==> config.mk <==
export PLATFORM = sky130hd
export DESIGN_NAME = eeprom_cfg_loader
export DESIGN_NICKNAME = d
export VERILOG_FILES = /design/src/rtl/eeprom_cfg_loader.sv
export SDC_FILE = /design/constraint.sdc
export NUM_CORES = 1
export LEC_CHECK = 0
export ABC_AREA = 1
export BUFFER_PORTS_ARGS = -buffer_cell sky130_fd_sc_hd__buf_2
export CAP_MARGIN = 10
export CORE_MARGIN = 1
export CORE_UTILIZATION = 61
export CTS_CLUSTER_SIZE = 10
export DETAILED_ROUTE_END_ITERATION = 12
export GPL_TIMING_DRIVEN = 0
export PLACE_DENSITY = 0.85
export SLEW_MARGIN = 20
export SYNTH_ARGS = -nofsm -noshare
export SYNTH_HDL_FRONTEND = slang
export SYNTH_SLANG_ARGS = --single-unit
export TNS_END_PERCENT = 10
==> constraint.sdc <==
create_clock -name clk -period 3.2 [get_ports clk]
set_clock_uncertainty 0.15 [all_clocks]
set_input_delay 0.16 -clock clk [delete_from_list [all_inputs] [get_ports clk]]
set_output_delay 0.16 -clock clk [all_outputs]
set_load 0.01 [all_outputs]
==> src/rtl/eeprom_cfg_loader.sv <==
module eeprom_cfg_loader #(
  parameter int          CLK_DIV  = 4,
  parameter logic [15:0] DEF_CFG  = 16'h1C00,
  parameter logic [15:0] DEF_BASE = 16'h0300
) (
  input  logic        clk,
  input  logic        rst_n,
  input  logic [2:0]  strap,
  input  logic        reg_wr,
  input  logic [1:0]  reg_sel,
  input  logic [15:0] reg_wdata,
  input  logic [5:0]  ptr,
  output logic [2:0]  ctl_q,
  output logic        busy,
  output logic [15:0] cfg_q,
  output logic [15:0] base_q,
  output logic [15:0] gp_q,
  output logic [47:0] station_q,
  output logic        ee_cs,
  output logic        ee_sk,
  output logic        ee_di,
  input  logic        ee_do
);
  localparam int DW    = 16;
  localparam int AW    = 6;
  localparam int HDR   = 3 + AW;
  localparam int FRAME = HDR + DW;
  localparam int BW    = $clog2(FRAME);
  localparam int CW    = $clog2(CLK_DIV + 1);
  localparam logic [1:0] OP_RD = 2'b10;
  localparam logic [1:0] OP_WR = 2'b01;
  localparam logic [1:0] OP_EN = 2'b00;

  typedef enum logic [1:0] {J_LOAD, J_STORE, J_GPRD, J_GPWR} job_t;
  typedef enum logic [2:0] {S_IDLE, S_START, S_SHIFT, S_END, S_RDY} state_t;

  state_t          state;
  job_t            job, go_job;
  logic [2:0]      step, strap_q;
  logic [AW-1:0]   ptr_q, addr;
  logic [CW-1:0]   div_cnt;
  logic [BW-1:0]   bcnt, last_bit;
  logic [FRAME-1:0] tx;
  logic [DW-1:0]   rx, wdat;
  logic [1:0]      op;
  logic            boot, sel_b, rld_b, sto_b, last, go, tick, adv, ctl_wr;

  assign busy     = boot || (state != S_IDLE);
  assign ctl_q    = {sel_b, rld_b, sto_b};
  assign tick     = (div_cnt == CW'(CLK_DIV - 1));
  assign ee_di    = (state == S_SHIFT) && tx[FRAME-1];
  assign ctl_wr   = reg_wr && !busy && (reg_sel == 2'd0);
  assign go       = boot || (ctl_wr && (reg_wdata[1] || reg_wdata[0]));
  assign last_bit = (op == OP_EN) ? BW'(HDR - 1) : BW'(FRAME - 1);
  assign adv      = tick && (((state == S_END) && (op != OP_WR)) ||
                             ((state == S_RDY) && ee_cs && ee_do));

  always_comb begin
    if (boot || reg_wdata[1]) go_job = (boot || !reg_wdata[2]) ? J_LOAD : J_GPRD;
    else                      go_job = reg_wdata[2] ? J_GPWR : J_STORE;
  end

  always_comb begin
    op   = OP_RD;
    addr = '0;
    wdat = '0;
    last = 1'b0;
    case (job)
      J_LOAD: begin
        if (step == 3'd0)      addr = {1'b0, strap_q, 2'b00};
        else if (step == 3'd1) addr = {1'b0, strap_q, 2'b01};
        else                   addr = 6'h1E + {3'b000, step};
        last = (step == 3'd4);
      end
      J_STORE: begin
        op   = (step == 3'd0) ? OP_EN : OP_WR;
        addr = (step == 3'd0) ? 6'b110000 : {1'b0, strap_q, 1'b0, step == 3'd2};
        wdat = (step == 3'd2) ? base_q : cfg_q;
        last = (step == 3'd2);
      end
      J_GPRD: begin
        addr = ptr_q;
        last = 1'b1;
      end
      default: begin
        op   = (step == 3'd0) ? OP_EN : OP_WR;
        addr = (step == 3'd0) ? 6'b110000 : ptr_q;
        wdat = gp_q;
        last = (step == 3'd1);
      end
    endcase
  end

  always_ff @(posedge clk or negedge rst_n) begin
    if (!rst_n) begin
      state <= S_IDLE;  job <= J_LOAD;  step <= '0;  strap_q <= '0;  ptr_q <= '0;
      boot <= 1'b1;  sel_b <= 1'b0;  rld_b <= 1'b1;  sto_b <= 1'b0;
      cfg_q <= DEF_CFG;  base_q <= DEF_BASE;  gp_q <= '0;  station_q <= '0;
      div_cnt <= '0;  bcnt <= '0;  tx <= '0;  rx <= '0;
      ee_cs <= 1'b0;  ee_sk <= 1'b0;
    end else begin
      div_cnt <= tick ? '0 : div_cnt + 1'b1;
      if (reg_wr && !busy) begin
        case (reg_sel)
          2'd0: begin
            sel_b <= reg_wdata[2];
            rld_b <= reg_wdata[1];
            sto_b <= reg_wdata[0] && !reg_wdata[1];
          end
          2'd1: cfg_q  <= reg_wdata;
          2'd2: base_q <= reg_wdata;
          default: gp_q <= reg_wdata;
        endcase
      end
      if (go && state == S_IDLE) begin
        boot    <= 1'b0;
        job     <= go_job;
        strap_q <= strap;
        ptr_q   <= ptr;
        state   <= S_START;
        step    <= (go_job == J_LOAD && strap == 3'd7) ? 3'd2 : 3'd0;
        if (go_job == J_LOAD && strap == 3'd7) begin
          cfg_q  <= DEF_CFG;
          base_q <= DEF_BASE;
        end
      end
      if (tick) begin
        case (state)
          S_START: begin
            ee_cs <= 1'b1;
            ee_sk <= 1'b0;
            tx    <= {1'b1, op, addr, wdat};
            bcnt  <= '0;
            state <= S_SHIFT;
          end
          S_SHIFT: begin
            if (!ee_sk) ee_sk <= 1'b1;
            else begin
              ee_sk <= 1'b0;
              rx    <= {rx[DW-2:0], ee_do};
              tx    <= {tx[FRAME-2:0], 1'b0};
              if (bcnt == last_bit) state <= S_END;
              else bcnt <= bcnt + 1'b1;
            end
          end
          S_END: begin
            ee_cs <= 1'b0;
            if (op == OP_WR) state <= S_RDY;
            if (op == OP_RD) begin
              if (job == J_GPRD) gp_q <= rx;
              else case (step)
                3'd0: cfg_q <= rx;
                3'd1: base_q <= rx;
                3'd2: station_q[15:0]  <= rx;
                3'd3: station_q[31:16] <= rx;
                default: station_q[47:32] <= rx;
              endcase
            end
          end
          S_RDY: begin
            if (!ee_cs) ee_cs <= 1'b1;
            else if (ee_do) ee_cs <= 1'b0;
          end
          default: ;
        endcase
      end
      if (adv) begin
        if (last) begin
          state <= S_IDLE;
          rld_b <= 1'b0;
          sto_b <= 1'b0;
        end else begin
          step  <= step + 3'd1;
          state <= S_START;
        end
      end
    end
  end


  sk_in_cs_chk: assert property (@(posedge clk) disable iff (!rst_n) ee_sk |-> ee_cs);


  sk_rate_chk: assert property (@(posedge clk) disable iff (!rst_n) !tick |=> $stable(ee_sk));


  idle_cs_chk: assert property (@(posedge clk) disable iff (!rst_n) !busy |-> !ee_cs);


  self_clear_chk: assert property (@(posedge clk) disable iff (!rst_n)
    $fell(busy) |-> (ctl_q[1:0] == 2'b00));


  gp_keep_chk: assert property (@(posedge clk) disable iff (!rst_n)
    (busy && job == J_GPRD) |=> ($stable(cfg_q) && $stable(base_q) && $stable(station_q)));


  rdy_hold_chk: assert property (@(posedge clk) disable iff (!rst_n)
    (state == S_RDY && ee_cs && !ee_do) |=> (state == S_RDY));
endmodule

==> flow_metrics.tcl, run 1 <==
set metrics [dict create \
    crit_buf_inv 3 \
    post-route-drc-count 0 \
    cp.arrival_ns 2.65 \
    grt_first_pass_wirelength_mm 39.1 \
    p_comb_frac 0.030 \
    first_pass_iters 10 \
    ys.flop_type "dfrtp_1" \
    synth_top_area_share 0.498 \
    rsz0062_at_grt "false" \
    slowest_stage "nor2_1" \
    synth_edf_count 0 \
    ir_drop_mv 0.352 \
    max_stage_delay_ns 0.48 \
    h-tree-depth 4 \
    place_congestion 0.949 \
    yosysMostFrequentCell "nand2_1" \
    grt_usage 0.387 \
    fp.coreArea_sq_um 12800 \
    cpMostUsedCell "inv_1" \
    die_h_um 117 \
    port_buffers 132 \
    p_switching_uw 1060 \
    die_area_sq_um 13700 \
    seq_area_frac_synth 0.521 \
    worst_pin_slew_ns 0.668 \
    cts_root_buffer "clkbuf_16" \
    regArea_sq_um 4210 \
    cp_cell_sequence "inv_1, ha_1, inv_1, nor2_2, nor2_1, nand3_2, clkbuf_1, nand2_1, o21ai_0" \
    critPathKind "reg2reg" \
    max-clock-path-buffers 2 \
    cts_sinks 168 \
    cp.required_ns 3.36 \
    powerDensity_nw_per_um2 442 \
    final.min_clock_period_ns 2.49 \
    finalCritPeriodShare 0.779 \
    hpwl_mm 16.7 \
    antenna_found_initial 1 \
    drv_slew 0 \
    setup_tns_ns 0 \
    setup_violations 0 \
    max_slew_margin 0.552 \
    start_kind "flop" \
    drt_iter0_markers 991 \
    rows 41 \
    clock_power_share 0.481 \
    vias 8016 \
    netlist_area_sq_um 8090 \
    multi_input_comb_area_sq_um 3220 \
    nets 1203 \
    fin_area_sq_um 9870 \
    hold_class "in2reg" \
    critical_path.endpoint_type "flop" \
    yosys_warnings 0 \
    p_int_uw 3300 \
    power_uw 4360 \
    leakagePower_uw 0.00511 \
    wl_per_cell_um 18.6 \
    synth.distinct_cells 40 \
    critical-path-top-delay-family "simple AND/OR/NAND/NOR gates" \
    sequentialPowerShare 0.490 \
    layout-drive-gt1-share 0.201 \
    maxCapViolations 0 \
    grt_start_max_net_pins 103 \
    start_util 0.633 \
    synth_async_sr_flop_share 1.00 \
    grt_pass1_vias 7609 \
    synth_common_cells "nand2_1 (252), dfrtp_1 (161), o21ai_0 (113), inv_1 (96), nor2_1 (69)" \
    synthTopCellsByArea "dfrtp_1 (50%), nand2_1 (12%), o21ai_0 (7.0%)" \
    syn-num-nets 1024 \
    outcome "finished, final reports clean" \
    avgSynthCellArea_sq_um 8.22 \
    cts.clk_slew.worst_paths_ns 0.07 \
    fp.dieW_um 117 \
    synth_top_area_cell "dfrtp_1" \
    ys_ff_latch 168 \
    area_delta_synth_final_pct 22.0 \
    cts_tree "built" \
    layout_setup_ws_ns 0.707 \
    routed_via_density 5.94 \
    io-pin-count 134 \
    postRouteAntennaNets 0 \
    clkLatencyLatePin_ns 0.44 \
    overflow 0 \
    cp_max_fo 10 \
    totalWireLength_mm 25.1 \
    max_freq_ghz 0.401 \
    final.fill_count 888 \
    cts_buffers 17 \
    syn_inst 984 \
    finalHoldViolations 0 \
    whs_ns 0.0506 \
    p_sw_frac 0.243 \
    dp_slack_ns 0.881 \
    dpl_cell_area_sq_um 9000 \
]
==> timing repair <==
item / CTS / global route
hold buffers: 27 / 0
gates resized for setup: 0 / 0
setup buffers: 0 / 0
hold endpoints to repair: 117 / 0
==> logic make-up (layout without fill, tap and decap cells) <==
logic type,after synthesis,count (layout),share of synthesized area
adders and majority gates,9,9,0.0139
xor gates and xnor gates,1,1,0.00108
DFF,168,168,0.521
and+or+nand+nor,418,418,0.227
buffers and inverters,155,347,0.0815
AOI/OAI and AO/OA,233,233,0.156
other,0,1,0
==> metrics by stage <==
step | util | cells
after floorplan | - | 984
after global placement | 0.702 | 1288
after detailed placement | 0.705 | 1289
after CTS | 0.772 | 1348
after global routing | 0.772 | 1349
final | 0.772 | 1349
==> worst paths after layout <==
path,slack (ns),cells after the start,end,start
min in group asynchronous,0.11,2,bcnt[2],rst_n
worst max-delay path,0.71,9,station_q[35],step[0]
worst min register to register,0.28,1,div_cnt[0],div_cnt[0]
max in group asynchronous,1.92,3,base_q[8],rst_n
worst max register to register,0.71,9,station_q[35],step[0]
worst min-delay path,0.05,5,gp_q[1],reg_sel[0]
==> sequential cells by signal (all words and copies together) (netlist names), 2 cells and up <==
signal,count
base_q,16
bcnt,5
cfg_q,16
div_cnt,3
gp_q,16
job,2
ptr_q,6
rx,16
state,3
station_q,48
step,3
strap_q,3
tx,25
==> routing by layer <==
layer	vias up	wire length, um	track usage
li1	3588	-	-
met1	3744	9490	0.501
met4	0	1200	0.209
met5	-	0	0
met3	125	2880	0.101
met2	559	11500	0.599
==> worst min-delay path: stages <==
cell and delay [ns]:
buf_2 0.15, nand4_1 0.11, nand3_1 0.07, o21ai_0 0.07, inv_1 0.04
==> cell usage in the layout (no fill, tap or decap), types with 2 or more instances in the layout <==
cell type,count
nand2_1,252
dfrtp_1,161
buf_2,152
o21ai_0,113
inv_1,96
nor2_1,69
nand3_1,48
a21oi_1,47
o21ai_1,37
dlygate4sd3_1,27
o211ai_1,26
nand4_1,22
clkbuf_1,19
clkbuf_16,17
ha_1,9
inv_2,8
dfstp_2,7
nand3_2,5
nand2_2,5
buf_4,5
inv_8,5
buf_6,4
inv_6,4
nor3_1,3
clkinv_4,3
nor2_4,2
nor2_2,2
nor3_2,2
nand3_4,2
or2_2,2
a31oi_1,2
o22ai_1,2
==> final cells by class <==
type	instances	share of cell area
Sequential cell	168	0.427
Multi-Input combinational cell	661	0.326
Timing Repair Buffer	160	0.0981
Clock buffer	18	0.0445
Inverter	106	0.0406
Buffer	49	0.0262
Tap cell	172	0.0218
Clock inverter	14	0.0155
Antenna cell	1	0.000254
==> power groups by stage <==
stage                     combinational, uW  clock, uW  sequential [uW]
after floorplan                        19.3          0             2170
after global placement                 95.7          0             2180
after detailed placement                102          0             2180
after CTS                               128       2090             2140
after global routing                    142       2180             2130
final                                   129       2100             2140
Power figures use the tool's default switching activity.
==> run 2: changes to the inputs <==
- ABC_AREA: 1 -> 0
- CORE_UTILIZATION: 61 -> 51
- PLACE_DENSITY: 0.85 -> 0.76
- clock period: 3.2 -> 2 ns (I/O delays scaled with it)
==> run 2 against run 1 <==
  * The run now ends with setup timing left
  * Critical path type unchanged
  * Design area grew 9.6%
  * Via count shrank 11%
  * Clock power grew 51%
  * Register-to-register slack lost 0.94 ns
  * Area after synthesis is the same
  * Largest cell class unchanged
  * Fmax grew 11%
  * Non-clock buffer count grew 36
  * Hold slack lost 0.036 ns
  * Critical endpoint is now cfg_q[7]
==> flow_metrics.tcl, run 2 <==
set metrics [dict create \
    finalCritPeriodShare 1.12 \
    area_delta_synth_final_pct 33.7 \
    antenna_found_initial 0 \
    h-tree-depth 4 \
    grt_pass1_vias 6867 \
    yosysMostFrequentCell "dfrtp_1" \
    layout_setup_ws_ns -0.237 \
    critical_path.endpoint_type "flop" \
    final.min_clock_period_ns 2.24 \
    start_util 0.528 \
    seq_area_frac_synth 0.521 \
    die_area_sq_um 16400 \
    rows 45 \
    ir_drop_mv 0.741 \
    clkLatencyLatePin_ns 0.44 \
    cp.required_ns 2.17 \
    powerDensity_nw_per_um2 626 \
    cts_sinks 168 \
    place_congestion 0.924 \
    largest_register_ffs 48 \
    reg2reg_depth 8 \
    utilization 0.706 \
    layout_commonest_cell "dfrtp_1" \
    die_h_um 128 \
    reg2reg_slack_ns -0.24 \
    outcome "complete, but fails checks" \
    ys_ff_latch 168 \
    avgSynthCellArea_sq_um 11.1 \
    netlist_area_sq_um 8090 \
    fp.dieW_um 128 \
    setup_violations 114 \
    hold_end "sel_b" \
    totalWireLength_mm 25.3 \
    fin_cells 1174 \
    synth_async_sr_flop_share 1.00 \
    yosys_warnings 0 \
    io-pin-count 134 \
    max_freq_ghz 0.447 \
    grt_first_pass_wirelength_mm 37.1 \
    routed_via_density 6.06 \
    r2r_end "cfg_q[7]" \
    synth_edf_count 0 \
    dp_slack_ns -0.938 \
    worst_pin_slew_ns 0.761 \
    final_cell_mix "dfrtp_1 (156), buf_2 (132), nand2_1 (83)" \
    drt_iter0_markers 667 \
    reg_top3 "station_q: 48 flops, tx: 25 flops" \
    setup_tns_ns -9.85 \
    regMostFlops "station_q" \
    max-clock-path-buffers 2 \
    nets 990 \
    wl_per_cell_um 21.6 \
    start_kind "flop" \
    post-route-drc-count 0 \
    leakagePower_uw 0.00519 \
    final.fill_count 1067 \
    grt_start_max_net_pins 86 \
    drv_slew 0 \
    cts_tree "built" \
    port_buffers 132 \
    syn-num-nets 772 \
    synth_top_area_cell "dfrtp_1" \
    synth_top_area_share 0.498 \
    dp_cells 1076 \
    cp.arrival_ns 2.40 \
    maxCapViolations 0 \
    overflow 0 \
    vias 7113 \
    hpwl_mm 15.4 \
    synth.distinct_cells 62 \
    ys.flop_type "dfrtp_1" \
    layout-drive-gt1-share 0.422 \
    hold_class "in2reg" \
    cts.clk_slew.worst_paths_ns 0.07 \
    cts_root_buffer "clkbuf_16" \
    rsz0062_at_grt "true" \
    fp.coreArea_sq_um 15300 \
    syn_inst 732 \
    violations "setup timing" \
    rr_startpoint "div_cnt[0]" \
    cp_max_fo 10 \
    synthTopCellsByArea "dfrtp_1 (50%), mux2_2 (9.9%), mux2i_1 (6.3%)" \
    hold_depth 3 \
    cts_buffers 17 \
    max_slew_margin 0.492 \
    critPathKind "reg2reg" \
    postRouteAntennaNets 0 \
    grt_usage 0.301 \
    first_pass_iters 7 \
    synth_common_cells "dfrtp_1 (161), nand2_1 (84), mux2_2 (71), o21ai_0 (54), mux2i_1 (51)" \
    finalHoldViolations 0 \
    min_from "reg_wr" \
    n_antenna_cell 0 \
]
## run 2: changes by cell type after synthesis, sizes merged, moves of 16 or more
cell	change
mux2	+81
mux2i	+51
inv	-92
nand4	-16
o21ai	-91
a31o	+16
o211ai	-25
nand3	-31
nor2	-26
nand2	-174
## run 2: worst max-delay path by stage
stage / depth (start not counted) / startpoint / endpoint
6_report: 8 / div_cnt[0] / cfg_q[7]
2_1_floorplan: 6 / step[2] / station_q[22]
3_3_place_gp: 1 / rst_n / station_q[44]
5_1_grt: 7 / div_cnt[2] / cfg_q[7]
3_5_place_dp: 5 / job[1] / cfg_q[8]
4_1_cts: 6 / state[2] / station_q[37]
## run 2: cell families after synthesis
kind of cell / share of synthesized area
AND/OR/NAND/NOR: 0.134
buffers and inverters: 0.0342
adder cells (fa/ha/maj): 0.0139
multiplexers: 0.181
flip-flops: 0.521
AO/OA/AOI/OAI: 0.113
XOR/XNOR: 0.00433
## run 2: critical path, cell delays in order (launching register included)
cell	delay [ns]
dfrtp_1	0.41
ha_4	0.16
nor4bb_4	0.25
buf_6	0.18
buf_4	0.15
nand4_1	0.22
o21ai_4	0.23
clkbuf_8	0.26
o21ai_1	0.08
## run 2: area by class of cell
class / count / area (sq um) / share of cell area
clock buffers: 20 / 437 / 0.0404
well taps: 211 / 264 / 0.0244
flip-flops and latches: 168 / 4220 / 0.390
clock inverters: 12 / 115 / 0.0106
multi-input cells: 505 / 3940 / 0.365
repair buffers: 201 / 1370 / 0.127
plain buffers: 44 / 408 / 0.0377
inverters: 13 / 53.8 / 0.00498
## run 2: layer usage
metal / GRT usage / routed length (um)
met5: 0 / 0
met3: 0.0780 / 2280
met2: 0.475 / 12000
met4: 0.139 / 1190
met1: 0.390 / 9900
## run 2: power by group
part | total [uW] | switching, uW | internal (uW) | leakage, uW
combinational | 181 | 112 | 69.6 | 0.00285
clock | 3180 | 1450 | 1740 | 0.000268
sequential | 3400 | 2.23 | 3400 | 0.00207
total | 6770 | 1560 | 5200 | 0.00519
## run 2: per-stage QoR
stage               hold slack, ns  area, sq um  power (uW)
floorplan                   -0.346         8120        3480
global placement             0.187         9050        3590
detailed placement        -0.00425         9080        3600
CTS                        0.00373        10400        6770
global route                0.0250        10800        6940
finish                      0.0143        10800        6770
## run 2: what timing repair did
action | in CTS | in global routing
hold endpoints to repair | 147 | 0
gates resized for setup | 98 | 102
cloned | 0 | 2
hold buffers | 27 | 0
endpoints found under the setup margin | 144 | 141
buffers inserted | 23 | 16
pin swaps | 12 | 9
==> run 3: changes to the inputs <==
- SETUP_SLACK_MARGIN: default -> 0.02
==> run 3 against run 2 <==
  * The flow still finishes with violations (setup timing)
  * Via count is 2.0% lower
  * Register-to-register slack improved by 0.12 ns
  * Sequential share of layout area shrank 0.48 points
  * Design area grew 1.3%
  * Combinational power is essentially flat
==> flow_metrics.tcl, run 3 (synthesis results as in run 2) <==
set metrics [dict create \
    dpl_cell_area_sq_um 9090 \
    powerDensity_nw_per_um2 637 \
    ir_drop_mv 0.644 \
    drv_slew 0 \
    wl_per_cell_um 21.1 \
    grt_first_pass_wirelength_mm 37.4 \
    n_antenna_cell 0 \
    grt_util_met2 0.468 \
    final.min_clock_period_ns 2.11 \
    whs_ns 0.0360 \
    critPathKind "reg2reg" \
    start_util 0.528 \
    worst_pin_slew_ns 0.654 \
    setup_violations 67 \
    drt_iter0_markers 588 \
    vias 6968 \
    cts.clk_slew.worst_paths_ns 0.07 \
    h-tree-depth 4 \
    antenna_found_initial 0 \
    clkLatencyLatePin_ns 0.44 \
    layout-drive-gt1-share 0.428 \
    cts_sinks 168 \
    grtUsageMet1 0.406 \
    layout_commonest_cell "dfrtp_1" \
    cp_max_fo 6 \
    rows 45 \
    multi_input_comb_area_sq_um 3910 \
    routed_via_density 5.88 \
    reg2reg_slack_ns -0.11 \
    final.fill_count 1095 \
    regArea_sq_um 4220 \
    totalWireLength_mm 25.0 \
    fp.coreArea_sq_um 15300 \
    post-route-drc-count 0 \
    maxCapViolations 0 \
    dp_cells 1076 \
    io-pin-count 134 \
    cts_tree "built" \
    overflow 0 \
    postRouteAntennaNets 0 \
    die_area_sq_um 16400 \
    start_kind "flop" \
    cts_buffers 17 \
    regMostFlops "station_q" \
    cts_root_buffer "clkbuf_16" \
    outcome "complete, but fails checks" \
    grt.busiest_layer "met2" \
    max_slew_margin 0.564 \
    fin_cells 1185 \
    cp.required_ns 2.17 \
    place_congestion 0.909 \
    layout_setup_ws_ns -0.114 \
    first_pass_iters 5 \
    max-clock-path-buffers 2 \
    max_freq_ghz 0.473 \
    largest_register_ffs 48 \
    grt_usage 0.304 \
    final_cell_mix "dfrtp_1 (155), buf_2 (134), nand2_1 (84)" \
    finalCritPeriodShare 1.06 \
    fin_area_sq_um 11000 \
    critical_path.endpoint_type "flop" \
    fp.dieW_um 128 \
    area_delta_synth_final_pct 35.4 \
    violations "setup timing" \
    finalHoldViolations 0 \
    port_buffers 132 \
    globalRouteMet3Util 0.0789 \
    grt_start_max_net_pins 88 \
    reg_top3 "station_q: 48 flops, tx: 25 flops" \
    grt_pass1_vias 6724 \
    leakagePower_uw 0.00527 \
    cp.arrival_ns 2.29 \
    nets 1001 \
    rsz0062_at_grt "true" \
    hpwl_mm 15.5 \
    die_h_um 128 \
    hold_class "in2reg" \
]
[run 3: cell count changes in the layout (fill, tap and decap cells not counted), moves of 3 or more]
cell | previous run | this run
mux2_2 | 53 | 62
mux2_4 | 28 | 19
clkinv_2 | 3 | 0
o21ai_1 | 25 | 34
clkinv_8 | 0 | 3
buf_6 | 12 | 20
buf_12 | 6 | 3
o21ai_0 | 26 | 21
o21ai_2 | 6 | 2
buf_4 | 42 | 47
clkbuf_4 | 9 | 4
inv_8 | 1 | 4
[run 3: through the flow]
step                      setup TNS [ns]  worst slack (ns)  utilization  power (uW)
final                              -3.99            -0.114        0.715        6970
after CTS                          -5.88            -0.105        0.686        6990
after global placement           -368.77             -1.92        0.591        3590
after global routing              -11.01            -0.190        0.715        7150
after detailed placement          -54.99            -0.945        0.593        3600
after floorplan                    -1.48           -0.0643            -        3480
[run 3: what timing repair did]
item / CTS / global route
endpoints found under the setup margin: 152 / 147
pin swaps: 12 / 12
hold buffers: 27 / 0
cloned: 2 / 2
setup buffers: 27 / 20
endpoints found under the hold margin: 144 / 0
resized for setup: 93 / 108
[run 3: worst max-delay path, cell delays in order, from the launching register on]
cell and delay, ns:
dfrtp_2 0.45, nor4bb_4 0.32, buf_6 0.17, nand3_4 0.08, or2_1 0.24, buf_6 0.15
buf_12 0.14, mux2_4 0.29
[run 3: worst paths after layout]
path,start,endpoint,cells after the start
hold reg to reg,tx[24],tx[24],2
max in group asynchronous,rst_n,step[0],3
setup reg to reg,state[0],station_q[14],7
hold / removal,reg_wr,sel_b,3
setup / recovery,state[0],station_q[14],7
min in group asynchronous,rst_n,base_q[11],2
[run 3: report_power, final]
| group | internal [uW] | switching, uW |
|---|---|---|
| combinational | 69.9 | 111 |
| sequential | 3400 | 3.79 |
| clock | 1800 | 1590 |
[run 3: area by class of cell]
type,instances,area share
flip-flops and latches,168,0.385
plain buffers,45,0.0390
clock buffers,18,0.0392
clock inverters,14,0.0161
multi-input cells,505,0.357
repair buffers,211,0.134
inverters,13,0.00468
well taps,211,0.0241
[run 3: per-layer routing]
metal,routed length (um),part of all wire
met2,11900,0.48
met5,0,0
met4,725,0.029
met1,10300,0.41
met3,1980,0.079
